==> src/rtl/sys_tmr_pkg.sv <==
package sys_tmr_pkg;
  localparam int WORD_W = 32;
  localparam int IDX_W  = 6;

  localparam logic [IDX_W-1:0] IX_CNT_LO  = 6'd0;
  localparam logic [IDX_W-1:0] IX_CNT_HI  = 6'd1;
  localparam logic [IDX_W-1:0] IX_MATCH0  = 6'd2;
  localparam logic [IDX_W-1:0] IX_STATUS  = 6'd8;
  localparam logic [IDX_W-1:0] IX_IRQ_EN  = 6'd9;
  localparam logic [IDX_W-1:0] IX_WDOG_EN = 6'd10;
  localparam logic [IDX_W-1:0] IX_DIV     = 6'd11;
  localparam logic [IDX_W-1:0] IX_SNAP    = 6'd12;
  localparam logic [IDX_W-1:0] IX_SNAP_LO = 6'd13;
  localparam logic [IDX_W-1:0] IX_SNAP_HI = 6'd14;

  typedef struct packed {
    logic              lo_we;
    logic              hi_we;
    logic [WORD_W-1:0] data;
  } cnt_wr_t;
endpackage

==> src/rtl/tmr_rst_sync.sv <==
module tmr_rst_sync (
  input  logic clk,
  input  logic arst_n,
  output logic rst_n_o
);
  logic [1:0] sync_q;

  always_ff @(posedge clk or negedge arst_n) begin
    if (!arst_n) sync_q <= 2'b00;
    else         sync_q <= {sync_q[0], 1'b1};
  end

  assign rst_n_o = sync_q[1];
endmodule

==> src/rtl/tmr_prescale.sv <==
module tmr_prescale #(
  parameter int DIV_W = 16
) (
  input  logic             clk,
  input  logic             rst_n,
  input  logic [DIV_W-1:0] div_i,
  output logic             tick_o
);
  localparam int LIM_W = DIV_W + 1;

  logic [LIM_W-1:0] pcnt_q, pcnt_d;
  logic [LIM_W-1:0] limit;
  logic             tick;

  // terminal count 2*D+1 gives a period of 2*(D+1)
  assign limit = {div_i, 1'b1};
  assign tick  = (pcnt_q >= limit);

  always_comb begin
    if (tick) pcnt_d = '0;
    else      pcnt_d = pcnt_q + LIM_W'(1);
  end

  always_ff @(posedge clk or negedge rst_n) begin
    if (!rst_n) pcnt_q <= '0;
    else        pcnt_q <= pcnt_d;
  end

  assign tick_o = tick;

  // the shortest period is two cycles, so ticks never sit back to back
  p_tick_gap_r2: assert property (@(posedge clk) disable iff (!rst_n)
    tick_o |=> !tick_o);
endmodule

==> src/rtl/tmr_count64.sv <==
module tmr_count64
  import sys_tmr_pkg::*;
(
  input  logic              clk,
  input  logic              rst_n,
  input  logic              tick_i,
  input  cnt_wr_t           wr_i,
  input  logic              snap_i,
  output logic [WORD_W-1:0] cnt_lo_o,
  output logic [WORD_W-1:0] cnt_hi_o,
  output logic [WORD_W-1:0] snap_lo_o,
  output logic [WORD_W-1:0] snap_hi_o,
  output logic              inc_o,
  output logic [WORD_W-1:0] next_lo_o
);
  logic [WORD_W-1:0] lo_q, lo_d, hi_q, hi_d;
  logic [WORD_W-1:0] slo_q, slo_d, shi_q, shi_d;
  logic              inc, wrap;
  logic [WORD_W-1:0] lo_inc;

  assign inc    = tick_i && !(wr_i.lo_we || wr_i.hi_we);
  assign lo_inc = lo_q + WORD_W'(1);
  assign wrap   = (lo_q == '1);

  always_comb begin
    lo_d = lo_q;
    hi_d = hi_q;
    if (wr_i.lo_we || wr_i.hi_we) begin
      if (wr_i.lo_we) lo_d = wr_i.data;
      if (wr_i.hi_we) hi_d = wr_i.data;
    end else if (inc) begin
      lo_d = lo_inc;
      if (wrap) hi_d = hi_q + WORD_W'(1);
    end
  end

  always_comb begin
    slo_d = slo_q;
    shi_d = shi_q;
    if (snap_i) begin
      slo_d = lo_q;
      shi_d = hi_q;
    end
  end

  always_ff @(posedge clk or negedge rst_n) begin
    if (!rst_n) begin
      lo_q  <= '0;
      hi_q  <= '0;
      slo_q <= '0;
      shi_q <= '0;
    end else begin
      lo_q  <= lo_d;
      hi_q  <= hi_d;
      slo_q <= slo_d;
      shi_q <= shi_d;
    end
  end

  assign cnt_lo_o  = lo_q;
  assign cnt_hi_o  = hi_q;
  assign snap_lo_o = slo_q;
  assign snap_hi_o = shi_q;
  assign inc_o     = inc;
  assign next_lo_o = lo_inc;

  p_inc_r3: assert property (@(posedge clk) disable iff (!rst_n)
    (tick_i && !wr_i.lo_we && !wr_i.hi_we) |=> (lo_q == $past(lo_q) + WORD_W'(1)));

  p_wr_prio_r3: assert property (@(posedge clk) disable iff (!rst_n)
    wr_i.lo_we |=> (lo_q == $past(wr_i.data)));

  p_hold_r3: assert property (@(posedge clk) disable iff (!rst_n)
    (!tick_i && !wr_i.lo_we && !wr_i.hi_we) |=> ($stable(lo_q) && $stable(hi_q)));

  p_carry_r4: assert property (@(posedge clk) disable iff (!rst_n)
    (tick_i && !wr_i.lo_we && !wr_i.hi_we && lo_q == '1)
      |=> (lo_q == '0 && hi_q == $past(hi_q) + WORD_W'(1)));

  p_snap_r5: assert property (@(posedge clk) disable iff (!rst_n)
    snap_i |=> (slo_q == $past(lo_q) && shi_q == $past(hi_q)));

  p_snap_hold_r5: assert property (@(posedge clk) disable iff (!rst_n)
    !snap_i |=> ($stable(slo_q) && $stable(shi_q)));
endmodule

==> src/rtl/tmr_compare.sv <==
module tmr_compare
  import sys_tmr_pkg::*;
#(
  parameter int NUM_CH = 6
) (
  input  logic                           clk,
  input  logic                           rst_n,
  input  logic                           inc_i,
  input  logic [WORD_W-1:0]              next_lo_i,
  input  logic [NUM_CH-1:0]              match_we_i,
  input  logic [WORD_W-1:0]              wdata_i,
  input  logic [NUM_CH-1:0]              clr_i,
  output logic [NUM_CH-1:0][WORD_W-1:0]  match_o,
  output logic [NUM_CH-1:0]              status_o
);
  logic [NUM_CH-1:0][WORD_W-1:0] mat_q, mat_d;
  logic [NUM_CH-1:0]             stat_q, stat_d;
  logic [NUM_CH-1:0]             hit;

  for (genvar n = 0; n < NUM_CH; n++) begin : g_ch
    // a hit is judged against the value the low word is about to take
    assign hit[n] = inc_i && (next_lo_i == mat_q[n]);

    always_comb begin
      mat_d[n]  = match_we_i[n] ? wdata_i : mat_q[n];
      stat_d[n] = hit[n] || (stat_q[n] && !clr_i[n]);
    end

    always_ff @(posedge clk or negedge rst_n) begin
      if (!rst_n) begin
        mat_q[n]  <= '0;
        stat_q[n] <= 1'b0;
      end else begin
        mat_q[n]  <= mat_d[n];
        stat_q[n] <= stat_d[n];
      end
    end

    p_sticky_r6: assert property (@(posedge clk) disable iff (!rst_n)
      (stat_q[n] && !clr_i[n]) |=> stat_q[n]);

    p_once_r6: assert property (@(posedge clk) disable iff (!rst_n)
      (!inc_i && !stat_q[n]) |=> !stat_q[n]);

    p_w1c_r7: assert property (@(posedge clk) disable iff (!rst_n)
      (stat_q[n] && clr_i[n] && !hit[n]) |=> !stat_q[n]);
  end

  assign match_o  = mat_q;
  assign status_o = stat_q;
endmodule

==> src/rtl/sys_timer.sv <==
module sys_timer
  import sys_tmr_pkg::*;
#(
  parameter int NUM_CH  = 6,
  parameter int DIV_W   = 16,
  parameter int WDOG_CH = NUM_CH - 1
) (
  input  logic              clk,
  input  logic              rst_n,
  input  logic              reg_we,
  input  logic [7:0]        reg_addr,
  input  logic [WORD_W-1:0] reg_wdata,
  output logic [WORD_W-1:0] reg_rdata,
  output logic [NUM_CH-1:0] tmr_irq,
  output logic              wdog_rst
);
  logic                          rst_q_n;
  logic                          tick;
  logic                          aligned;
  logic [IDX_W-1:0]              idx;
  cnt_wr_t                       cnt_wr;
  logic                          snap_cmd;
  logic [WORD_W-1:0]             cnt_lo, cnt_hi, snap_lo, snap_hi, next_lo;
  logic                          inc;
  logic [NUM_CH-1:0]             match_we, clr;
  logic [NUM_CH-1:0][WORD_W-1:0] match;
  logic [NUM_CH-1:0]             status;
  logic [NUM_CH-1:0]             ie_q, ie_d;
  logic                          wden_q, wden_d;
  logic [DIV_W-1:0]              div_q, div_d;

  initial begin
    if (NUM_CH < 1 || NUM_CH > 6)
      $error("sys_timer: NUM_CH must lie in 1..6");
  end

  tmr_rst_sync u_rst_sync (
    .clk     (clk),
    .arst_n  (rst_n),
    .rst_n_o (rst_q_n)
  );

  assign aligned = (reg_addr[1:0] == 2'b00);
  assign idx     = reg_addr[7:2];

  // write decode
  always_comb begin
    cnt_wr.lo_we = reg_we && aligned && (idx == IX_CNT_LO);
    cnt_wr.hi_we = reg_we && aligned && (idx == IX_CNT_HI);
    cnt_wr.data  = reg_wdata;
    snap_cmd     = reg_we && aligned && (idx == IX_SNAP) && reg_wdata[0];
    clr          = (reg_we && aligned && idx == IX_STATUS) ? reg_wdata[NUM_CH-1:0] : '0;
    for (int n = 0; n < NUM_CH; n++)
      match_we[n] = reg_we && aligned && (idx == IX_MATCH0 + IDX_W'(n));
  end

  // control registers
  always_comb begin
    ie_d   = ie_q;
    wden_d = wden_q;
    div_d  = div_q;
    if (reg_we && aligned) begin
      if (idx == IX_IRQ_EN)  ie_d   = reg_wdata[NUM_CH-1:0];
      if (idx == IX_WDOG_EN) wden_d = reg_wdata[0];
      if (idx == IX_DIV)     div_d  = reg_wdata[DIV_W-1:0];
    end
  end

  always_ff @(posedge clk or negedge rst_q_n) begin
    if (!rst_q_n) begin
      ie_q   <= '0;
      wden_q <= 1'b0;
      div_q  <= '0;
    end else begin
      ie_q   <= ie_d;
      wden_q <= wden_d;
      div_q  <= div_d;
    end
  end

  tmr_prescale #(.DIV_W(DIV_W)) u_prescale (
    .clk    (clk),
    .rst_n  (rst_q_n),
    .div_i  (div_q),
    .tick_o (tick)
  );

  tmr_count64 u_count (
    .clk       (clk),
    .rst_n     (rst_q_n),
    .tick_i    (tick),
    .wr_i      (cnt_wr),
    .snap_i    (snap_cmd),
    .cnt_lo_o  (cnt_lo),
    .cnt_hi_o  (cnt_hi),
    .snap_lo_o (snap_lo),
    .snap_hi_o (snap_hi),
    .inc_o     (inc),
    .next_lo_o (next_lo)
  );

  tmr_compare #(.NUM_CH(NUM_CH)) u_compare (
    .clk        (clk),
    .rst_n      (rst_q_n),
    .inc_i      (inc),
    .next_lo_i  (next_lo),
    .match_we_i (match_we),
    .wdata_i    (reg_wdata),
    .clr_i      (clr),
    .match_o    (match),
    .status_o   (status)
  );

  // read mux
  always_comb begin
    reg_rdata = '0;
    if (aligned) begin
      unique case (idx)
        IX_CNT_LO:  reg_rdata = cnt_lo;
        IX_CNT_HI:  reg_rdata = cnt_hi;
        IX_STATUS:  reg_rdata = WORD_W'(status);
        IX_IRQ_EN:  reg_rdata = WORD_W'(ie_q);
        IX_WDOG_EN: reg_rdata = WORD_W'(wden_q);
        IX_DIV:     reg_rdata = WORD_W'(div_q);
        IX_SNAP_LO: reg_rdata = snap_lo;
        IX_SNAP_HI: reg_rdata = snap_hi;
        default: begin
          for (int n = 0; n < NUM_CH; n++)
            if (idx == IX_MATCH0 + IDX_W'(n)) reg_rdata = match[n];
        end
      endcase
    end
  end

  assign tmr_irq  = status & ie_q;
  assign wdog_rst = wden_q && status[WDOG_CH];

  p_wdog_quiet_r9: assert property (@(posedge clk) disable iff (!rst_q_n)
    (!wden_q && !wden_d) |=> !wdog_rst);
endmodule

==> config.mk <==
export PLATFORM = sky130hd
export DESIGN_NAME = sys_timer
export DESIGN_NICKNAME = d
export VERILOG_FILES = /design/src/rtl/sys_tmr_pkg.sv /design/src/rtl/tmr_rst_sync.sv /design/src/rtl/tmr_prescale.sv /design/src/rtl/tmr_count64.sv /design/src/rtl/tmr_compare.sv /design/src/rtl/sys_timer.sv
export SDC_FILE = /design/constraint.sdc
export NUM_CORES = 1
export LEC_CHECK = 0
export BUFFER_PORTS_ARGS = -buffer_cell sky130_fd_sc_hd__buf_2
export CAP_MARGIN = 20
export CELL_PAD_IN_SITES_DETAIL_PLACEMENT = 1
export CELL_PAD_IN_SITES_GLOBAL_PLACEMENT = 2
export CORE_UTILIZATION = 25
export DETAILED_ROUTE_END_ITERATION = 10
export PLACE_DENSITY_LB_ADDON = 0.2
export SLEW_MARGIN = 25
export SYNTH_ARGS = -nofsm -noshare
export SYNTH_HDL_FRONTEND = slang
export SYNTH_SLANG_ARGS = --single-unit
==> constraint.sdc <==
create_clock -name clk -period 21.7 [get_ports clk]
set_input_delay 0 -clock clk [delete_from_list [all_inputs] [get_ports clk]]
set_output_delay 0 -clock clk [all_outputs]
set_load 0.02 [all_outputs]
# Word-level counts from Yosys, hierarchy flattened
# Index checks and enable logic that the tools add are counted.
# op_classes
addsub,3
order_cmp,1
eq_ne,23
n_mux,17
bitwise_logic,1
n_reduce_logical,49
# ops
cell,count
$mux W32,14
$pmux W32 S8,1
$eq A32 B32 Y1,6
$add A32 B1 Y32 const B,2
$eq A6 B4 Y1 const B,7
$eq A32 B32 Y1 const B,1
$logic_and A1 B1 Y1,26
$eq A6 B3 Y1 const B,4
$add A17 B1 Y17 const B,1
$ge A17 B17 Y1,1
$mux W17,1
$eq A6 B2 Y1 const B,2
$reduce_and A2 Y1,4
$logic_not A1 Y1,7
$logic_or A1 B1 Y1,7
$and A6 B6 Y6,1
$eq A6 B1 Y1 const B,1
$logic_not A6 Y1,1
$mux W6,1
$ne A2 B1 Y1 const B,2
$reduce_bool A2 Y1,2
$reduce_and A3 Y1,1
$logic_not A2 Y1,1
# word_totals
regBits,368
inputBits,43
out_inout_bits,39

# Logic depth before layout (Yosys ltp)
# Gate-level depths: netlist of run 1.
# logic_depth
word_depth,9
ltp_mapped,12

# By module
# From an unflattened synthesis of run 1, not the netlist that was laid out.
# hier_totals
cells_unflattened,2022
hier_area_um2,21513.1
# modules_own_cells
module,n_inst,cells_per_inst,area_per_inst_um2
tmr_compare,1,716,9664.3
tmr_count64,1,688,6832.8
sys_timer,1,482,3793.6
tmr_prescale,1,133,1168.6
tmr_rst_sync,1,3,53.8

# Worst setup path after synthesis of run 1
# OpenSTA, ideal clock, no wires.
# synth_path
path_type,register -> register
start,register u_count.lo_q[1] (netlist: u_count.cnt_lo_o[1])
end,register u_compare.stat_q[1] (netlist: u_compare.status_o[1])
setup_time_ns,0.095
arrival_ns,3.022
required_time_ns,21.605
path_slack_ns,18.582
path_stages_with_launch,12
path_buffers,2
synth_period_minus_slack_ns,3.118
path_cell_list,dfrtp_1 > ha_1 > nand3_1 > clkbuf_1 > or4_1 > buf_2 > nor3_1 > xnor2_1 > xnor2_1 > nor4b_1 > nand4_1 > o31ai_1
# synth_between
elab_chain_len,4
# synth_rtl
item,line,rtl
start: declaration,tmr_count64.sv:16,"logic [WORD_W-1:0] lo_q, lo_d, hi_q, hi_d;"
start signal: assignment,tmr_count64.sv:53,lo_q <= lo_d;
$add A32 B1 Y32,tmr_count64.sv:22,assign lo_inc = lo_q + WORD_W'(1);
$eq A32 B32 Y1,tmr_compare.sv:22,assign hit[n] = inc_i && (next_lo_i == mat_q[n]);
$logic_and A1 B1 Y1,tmr_compare.sv:22,
$logic_or A1 B1 Y1,tmr_compare.sv:26,stat_d[n] = hit[n] || (stat_q[n] && !clr_i[n]);
named net u_compare.stat_d[1],tmr_compare.sv:17,"logic [NUM_CH-1:0] stat_q, stat_d;"
end signal: indexed assignment,tmr_compare.sv:35,stat_q[n] <= stat_d[n];
end: declaration,tmr_compare.sv:17,
# The timed path passes the listed nets, and every way through them passes these cells.
# A chain may end at the register's enable or synchronous reset.

# Final worst setup path of run 1
# layout_path
start,register u_count.lo_q[15] (netlist: u_count.cnt_lo_o[15])
end,register u_count.hi_q[27] (netlist: u_count.cnt_hi_o[27])
# layout_between
elab_chain_len,3
# layout_rtl
item,line,rtl
$eq A32 B32 Y1,tmr_count64.sv:23,assign wrap = (lo_q == '1);
$reduce_bool A2 Y1 (no source line),--,
$reduce_and A3 Y1 (no source line),--,
end signal: assignment,tmr_count64.sv:54,hi_q <= hi_d;
end: declaration,tmr_count64.sv:16,
# No other way between the ends.

==> Implementation_results.wiki, run 1 <==
{| class="wikitable"
! Metric !! Value
|-
| Result of the run || finished clean
|-
| Final min period || 4.72 ns
|-
| Max VDD drop || 0.0627 mV
|-
| Kind of cell adding the most delay to the critical path || simple AND/OR/NAND/NOR gates
|-
| CP arrival || 5.23 ns
|-
| Net Count, Synth || 2346
|-
| Clock share of power || 48.5%
|-
| Total wirelength of the detailed-routed design || 121 mm
|-
| Clock input transition at the sequential cells of the worst setup and hold paths || 0.06 ns
|-
| Via count of the first global-routing pass || 20507
|-
| Reported leakage power || 10.9 nW
|-
| Slowest cell on crit path || nor4_1
|-
| Gpl congestion || 0.945
|-
| Worst clock skew on the final layout || 0.0355 ns
|-
| Length of the first detailed-routing pass in iterations || 6
|-
| Total overflow reported by the global router || 0
|-
| Critical Path Fanout Max || 21
|-
| Peak per-stage delay on the critical path || 0.97 ns
|-
| Asr flop ratio synth || 100%
|-
| Starting utilization of the core area || 25.4%
|-
| Class of the tightest hold or removal check || input pin to flip-flop
|-
| Startpoint types || flip-flop
|-
| Crit path cell chain || nand4_1 > nor4_1 > and2_1 > and3_1 > a22o_1 > buf_4 > a21oi_1 > a21oi_1
|-
| Mapped Avg Cell Area || 9.71 um2
|-
| CTS H-tree depth || 2
|-
| Post-route antenna net violation count || 0
|-
| Die Footprint || 0.0899 mm2
|-
| Part of the total power dissipated in sequential elements || 43.1%
|-
| Number of sinks handled by clock tree synthesis || 368
|-
| Layout overhead on the synthesized area || 17.0%
|-
| Number of gates given a new drive strength after cts || 0
|-
| Number of antenna violations at the first check in global routing || 3
|-
| Post-route total power || 1.73 mW
|-
| Number of maximum-capacitance constraint violations || 0
|-
| Wire length of the first global-routing pass || 171 mm
|-
| CP dominant cell by count || a21oi_1
|-
| Worst hold path startpoint || reg_addr[3]
|-
| Sequential share of the synthesized area || 41.5%
|-
| Data required time of the worst path || 22.21 ns
|-
| Instance count of the mapped netlist || 2284
|-
| Synthesized area || 0.0222 mm2
|-
| Number of enable-type register cells in the synthesized netlist || 0
|-
| Net switching power || 0.475 mW
|-
| Total clock buffers created by CTS || 48
|-
| # nets final || 2393
|-
| Setup Fix Bufs, Post-CTS || 0
|-
| Total number of vias || 20172
|-
| Source of the worst register-to-register timing path || u_count.cnt_lo_o[15]
|-
| Combinational cell fraction of total power || 8.3%
|-
| Final TNS setup || 0 ns
|-
| Die width || 300 um
|-
| Number of setup violations in the final report || 0
|-
| Average wire per standard cell || 34.4 um
|-
| Cell Int Power || 1.26 mW
|-
| Count of final hold-check violations || 0
|-
| Max frequency || 212 MHz
|-
| Leading register cell type out of synthesis || dfrtp_1
|-
| Worst-margin pin slew || 1.16 ns
|-
| Portion of the clock cycle consumed by the worst path in the final layout || 21.7%
|-
| Total power density per cell area || 66.7 mW/mm2
|-
| Number of flip-flops and latches in the synthesized netlist || 368
|-
| Sw Ratio || 27.4%
|-
| Ratio of cells with drive above 1 in the final layout || 21.9%
|-
| DRC || 0
|-
| IO buf count || 81
|-
| Clock tree from TritonCTS || done
|-
| Average vias per placed instance || 5.72
|-
| Placeable core area || 0.0873 mm2
|-
| Number of primary I/O pins || 82
|-
| Critical path origin || u_count.cnt_lo_o[15]
|-
| Std-Cell Rows || 108
|-
| Kind of end point of the critical path || flip-flop
|-
| Clk root buf || clkbuf_16
|-
| Number of max-slew violations in the final report || 0
|-
| Worst-case hold slack || 0.134 ns
|-
| Maximum number of pins on one net before global-route repair || 70
|-
| RSZ-0062 raised after global routing || false
|-
| Headroom to the max-slew limit || 22.6%
|-
| Clock latency at the later pin of the worst-skew pair || 0.62 ns
|-
| Start-to-end type of the worst setup path || flip-flop to flip-flop
|-
| Violation count after the first detailed-route iteration || 1880
|-
| Half-perimeter wire length of the detailed placement result || 89.8 mm
|-
| Total Routing Usage GR || 26.9%
|-
| Maximum buffer depth of the clock tree || 3
|-
| Yosys warnings || 0
|-
| Number of distinct library cells after synthesis || 68
|-
| Vertical die dimension || 300 um
|-
| Crit path buf inv count || 1
|}
through the flow:
| step | util [%] | std cells | setup slack (ns) | cell area, um2 |
|---|---|---|---|---|
| 6_report | 29.7 | 3526 | 16.98 | 26000 |
| 5_1_grt | 29.7 | 3522 | 16.71 | 25900 |
| 4_1_cts | 29.7 | 3522 | 17.11 | 25900 |
| 3_5_place_dp | 27.5 | 3402 | 17.15 | 24000 |
| 3_3_place_gp | 27.4 | 3401 | 17.16 | 24000 |
| 2_1_floorplan | - | 2284 | 10.68 | 22200 |
final cells by class:
| class | instances | area [um2] |
|---|---|---|
| clock buffers | 64 | 1350 |
| diodes | 4 | 10.0 |
| clock inverters | 22 | 265 |
| inverters | 31 | 116 |
| well taps | 1155 | 1450 |
| fillers | 9919 | 61300 |
| multi-input cells | 1705 | 12300 |
| repair buffers | 177 | 1230 |
| flip-flops and latches | 368 | 9210 |
cell usage after synthesis (all sizes together), types with 12 or more instances:
master | count | area [um2]
dfrtp | 368 | 9210
mux2 | 259 | 2920
nor2 | 161 | 604
nand2 | 154 | 578
clkbuf | 148 | 556
xnor2 | 133 | 1160
a21oi | 130 | 651
o21ai | 111 | 556
nand3 | 82 | 410
xor2 | 66 | 578
a22oi | 56 | 420
a31oi | 50 | 313
a221oi | 46 | 403
nor3 | 44 | 243
a22o | 40 | 350
nand4 | 35 | 225
buf | 32 | 136
inv | 31 | 116
o22ai | 31 | 194
and3 | 30 | 188
ha | 19 | 238
nor4 | 19 | 131
o22a | 19 | 166
and2 | 17 | 106
mux2i | 15 | 150
o211ai | 14 | 105
o221ai | 14 | 123
a2111oi | 12 | 105
a222oi | 12 | 120
nand3b | 12 | 90.1
cells in the final DEF, fill, tap and decap left out, types with 10 or more instances in the layout:
master and n:
o21ai_0 111, a21oi_1 130, nor2_1 153, mux2_2 259, mux2i_1 15, xnor2_1 133
a2111oi_0 11, and4_1 10, nor3_1 35, a221oi_1 46, o22a_1 19, nand3_1 82
a22o_1 40, a31oi_1 49, nor4_1 14, o221ai_1 14, o22ai_1 31, nand4_1 34
and3_1 30, o211ai_1 14, dfrtp_1 367, buf_2 81, inv_1 31, and2_1 15
xor2_1 66, clkbuf_16 48, buf_4 60, a222oi_1 12, clkinv_2 10, dlygate4sd3_1 34
nand2_1 150, a22oi_1 54, nand3b_1 12, ha_1 19
power by group through the flow:
stage                     registers (mW)  logic, mW  clock network [mW]
final                              0.747      0.144               0.841
after global routing               0.749      0.154               0.882
after CTS                          0.746      0.144               0.857
after detailed placement           0.758      0.139                   0
after global placement             0.757      0.137                   0
after floorplan                    0.747     0.0704                   0
worst reg2reg max path, stage by stage (launching register included):
cell and delay (ns):
dfrtp_1 0.86, nand4_1 0.51, nor4_1 0.98, and2_1 0.60
and3_1 0.30, a22o_1 0.66, buf_4 0.43, a21oi_1 0.16
a21oi_1 0.13
per-layer routing:
layer | wire length (um) | track usage, % | vias up | part of all wire (%)
met5 | 8 | 0 | - | 0.0066
met4 | 3320 | 7.13 | 2 | 2.7
met3 | 7120 | 3.70 | 151 | 5.9
met2 | 53900 | 41.4 | 669 | 44
met1 | 57200 | 39.1 | 10735 | 47
li1 | - | - | 8615 | -
what timing repair did:
action / 4_1_cts / 5_1_grt
hold buffers: 34 / 0
endpoints found under the hold margin: 267 / 0
setup endpoints to repair: 0 / 0
path summary, 6_finish.rpt:
check                                         to  slack (ns)  cells past startpoint
max                         u_count.cnt_hi_o[27]       16.98                      8
min                                       wden_q        0.13                      4
max reg2reg                 u_count.cnt_hi_o[27]       16.98                      8
min reg2reg                u_compare.match_o[47]        0.34                      0
max in group asynchronous  u_compare.match_o[58]       19.19                      3
min in group asynchronous   u_rst_sync.sync_q[1]        0.24                      3
state kept, by name (all words and copies together) (netlist names):
name / count
wden_q: 1
u_count.cnt_lo_o: 32
ie_q: 6
u_count.cnt_hi_o: 32
u_rst_sync.sync_q: 2
u_count.snap_hi_o: 32
u_prescale.pcnt_q: 17
u_compare.status_o: 6
u_count.snap_lo_o: 32
u_compare.match_o: 192
div_q: 16
logic make-up after synthesis:
kind of cell             count (synthesis)  synth area share, %
XOR/XNOR                               201                 8.06
AND/OR/NAND/NOR                        603                 13.2
multiplexers                           275                 13.9
flip-flops                             368                 41.5
buffers and inverters                  211                 3.64
adder cells (fa/ha/maj)                 19                 1.07
other                                    1               0.0169
AO/OA/AOI/OAI                          606                 18.5
Note: power is estimated with default switching activity, not from simulation.
==> run 2: changes to the inputs <==
clock period = 4.5 ns   (was 21.7 ns; I/O delays follow)
==> run 2 against run 1 <==
  * Utilization rose by 0.54 points
  * Register-to-register slack got worse by 17 ns
  * Sequential share of layout area fell by 0.63 points
==> Implementation_results.wiki, run 2 (synthesis gave the netlist of run 1 again) <==
{| class="wikitable"
! Metric !! Value
|-
| Met3 track utilization from global routing || 2.84% (-0.86 points)
|-
| Peak per-stage delay on the critical path || 0.71 ns (-0.26 ns)
|-
| Result of the run || finished clean
|-
| Number of primary I/O pins || 82 (unchanged)
|-
| Most common library cell in the layout ignoring fill and taps || dfrtp_1
|-
| Clk root buf || clkbuf_16
|-
| Via count of the first global-routing pass || 21106 (+2.9%)
|-
| Average wire per standard cell || 34.5 um (+0.19%)
|-
| Ratio of cells with drive above 1 in the final layout || 23.8% (+2.0 points)
|-
| Start-to-end type of the worst setup path || flip-flop to flip-flop
|-
| Total power density per cell area || 314 mW/mm2 (+370%)
|-
| Total clock buffers created by CTS || 48 (unchanged)
|-
| Count of final hold-check violations || 0 (unchanged)
|-
| Reported leakage power || 11.2 nW (+2.9%)
|-
| Worst-margin pin slew || 1.03 ns (-0.130 ns)
|-
| Number of setup violations in the final report || 0 (unchanged)
|-
| WHS Endpoint || wden_q
|-
| Source of the worst register-to-register timing path || u_count.cnt_lo_o[3]
|-
| Global route hottest layer || met2
|-
| Startpoint types || flip-flop
|-
| Placeable core area || 0.0873 mm2 (unchanged)
|-
| Std-Cell Rows || 108 (unchanged)
|-
| Wire length of the first global-routing pass || 175 mm (+2.0%)
|-
| Flip-flop count of the largest register, all copies and words added || 192 (unchanged)
|-
| Met2 Use GR || 42.4% (+0.98 points)
|-
| Headroom to the max-slew limit || 31.1% (+8.6 points)
|-
| Clock input transition at the sequential cells of the worst setup and hold paths || 0.06 ns (about the same)
|-
| Worst hold path startpoint || reg_addr[5]
|-
| Total number of vias || 20585 (+2.0%)
|-
| Commonest cells after routing, fill and taps aside || 367 x dfrtp_1, 259 x mux2_2, 153 x nor2_1, 150 x nand2_1, 133 x xnor2_1
|-
| RSZ-0062 raised after global routing || false
|-
| Worst clock skew on the final layout || 0.0249 ns (-0.0105 ns)
|-
| CTS H-tree depth || 2 (unchanged)
|-
| Number of instances on the worst hold path || 5 (+1)
|-
| Maximum buffer depth of the clock tree || 3 (unchanged)
|-
| CP arrival || 4.80 ns (-0.43 ns)
|-
| DRC || 0 (unchanged)
|-
| Routing usage on met1 || 40.4% (+1.3 points)
|-
| Starting utilization of the core area || 25.4% (unchanged)
|-
| Vertical die dimension || 300 um (unchanged)
|-
| Setup slack of the worst register-to-register path || 0.19 ns (-16.79 ns)
|-
| Post-route antenna net violation count || 0 (unchanged)
|-
| Layout overhead on the synthesized area || 19.2%
|-
| Critical Path Fanout Max || 14 (-33%)
|-
| Average vias per placed instance || 5.74 (+0.31%)
|-
| Data required time of the worst path || 4.99 ns (-17.22 ns)
|-
| Portion of the clock cycle consumed by the worst path in the final layout || 95.7% (+74 points)
|-
| Total wirelength of the detailed-routed design || 124 mm (+1.9%)
|-
| Gpl congestion || 0.983 (+4.0%)
|-
| Post-Place Worst Slack || 0.315 ns (-16.84 ns)
|-
| Max VDD drop || 0.247 mV (+290%)
|-
| Worst-case hold slack || 0.142 ns (+0.00778 ns)
|-
| Half-perimeter wire length of the detailed placement result || 93.5 mm (+4.1%)
|-
| Cell depth of the worst flop-to-flop path || 9 (+1)
|-
| Worst setup slack after layout || 0.194 ns (-16.79 ns)
|-
| IO buf count || 81 (unchanged)
|-
| Kind of end point of the critical path || flip-flop
|-
| Clock latency at the later pin of the worst-skew pair || 0.62 ns (about the same)
|-
| Number of max-slew violations in the final report || 0 (unchanged)
|-
| Clock tree from TritonCTS || done
|-
| Setup Fix Bufs, Post-CTS || 0 (unchanged)
|-
| Number of inserted diodes || 0 (-4)
|-
| Capture point of the worst reg-to-reg path || u_compare.status_o[2]
|-
| Number of sinks handled by clock tree synthesis || 368 (unchanged)
|-
| # nets final || 2456 (+2.6%)
|-
| Kind of cell adding the most delay to the critical path || simple AND/OR/NAND/NOR gates
|-
| Maximum number of pins on one net before global-route repair || 123 (+76%)
|-
| Total overflow reported by the global router || 0 (unchanged)
|-
| Violation count after the first detailed-route iteration || 2077 (+10%)
|-
| Die Footprint || 0.0899 mm2 (unchanged)
|-
| Filler instances || 9953 (+0.34%)
|-
| Class of the tightest hold or removal check || input pin to flip-flop
|-
| Total Routing Usage GR || 27.4% (+0.50 points)
|-
| Number of antenna violations at the first check in global routing || 3 (unchanged)
|-
| Final TNS setup || 0 ns (unchanged)
|-
| Length of the first detailed-routing pass in iterations || 6 (unchanged)
|-
| Die width || 300 um (unchanged)
|-
| Slowest cell on crit path || or4_1
|-
| Crit path buf inv count || 1 (unchanged)
|-
| Final min period || 4.31 ns (-0.412 ns)
|-
| Max frequency || 232 MHz (+9.6%)
|-
| Number of maximum-capacitance constraint violations || 0 (unchanged)
|-
| Crit path cell chain || nand3_1 > buf_4 > nor4_4 > nand3_1 > xnor2_1 > o21ai_0 > o21ai_0 > or4_1 > o31ai_1
|}
==> run 2: cell types whose count changed in the layout (fill, tap and decap cells not counted), moves of 2 or more <==
cell,previous run,this run
inv_6,1,3
buf_4,60,119
clkbuf_8,9,11
buf_12,0,6
bufinv_16,5,2
diode_2,4,0
==> run 2: worst max path at each step <==
stage | from | to | slack (ns) | depth (start not counted)
after floorplan | u_rst_sync.sync_q[1] | div_q[0] | 0.87 | 0
after global placement | u_count.cnt_lo_o[3] | u_compare.status_o[2] | 0.24 | 9
after detailed placement | u_count.cnt_lo_o[3] | u_compare.status_o[2] | 0.31 | 9
after CTS | u_count.cnt_lo_o[3] | u_compare.status_o[2] | 0.27 | 9
after global routing | u_count.cnt_lo_o[1] | u_compare.status_o[2] | 0.15 | 10
final | u_count.cnt_lo_o[3] | u_compare.status_o[2] | 0.19 | 9
==> run 2: final cells by class <==
cell class	count	area (um2)	area share, %
Clock buffer	67	1400	5.31
Clock inverter	21	183	0.691
Inverter	31	116	0.440
Timing Repair Buffer	240	1760	6.66
Tap cell	1155	1450	5.47
Multi-Input combinational cell	1705	12300	46.6
Sequential cell	368	9210	34.9
==> run 2: through the flow <==
step | area (um2) | total power, mW | util [%] | std cells
2_1_floorplan | 22200 | 3.94 | - | 2284
3_3_place_gp | 24500 | 4.34 | 28.1 | 3465
3_5_place_dp | 24500 | 4.35 | 28.1 | 3465
4_1_cts | 26400 | 8.38 | 30.3 | 3587
5_1_grt | 26400 | 8.56 | 30.3 | 3587
6_report | 26400 | 8.31 | 30.3 | 3587
==> run 2: tightest hold or removal path, stage by stage <==
cell and delay, ns:
buf_2 0.16, nand2_1 0.09, or2_2 0.19, nor3_1 0.07
mux2_2 0.21
==> run 2: where the power goes <==
group / total [mW] / internal, mW / switching, mW
Clock: 3.98 / 2.29 / 1.69
Sequential: 3.60 / 3.41 / 0.186
Combinational: 0.723 / 0.267 / 0.456
==> run 2: metal layers <==
metal / up-vias / routed length [um]
li1: 8720 / -
met3: 134 / 5910
met5: - / 0
met4: 0 / 3080
met1: 11053 / 59500
met2: 678 / 55300
==> run 2: repair_timing <==
item | CTS | global route
resized for setup | 0 | 0
hold buffers | 34 | 0
hold endpoints to repair | 267 | 0
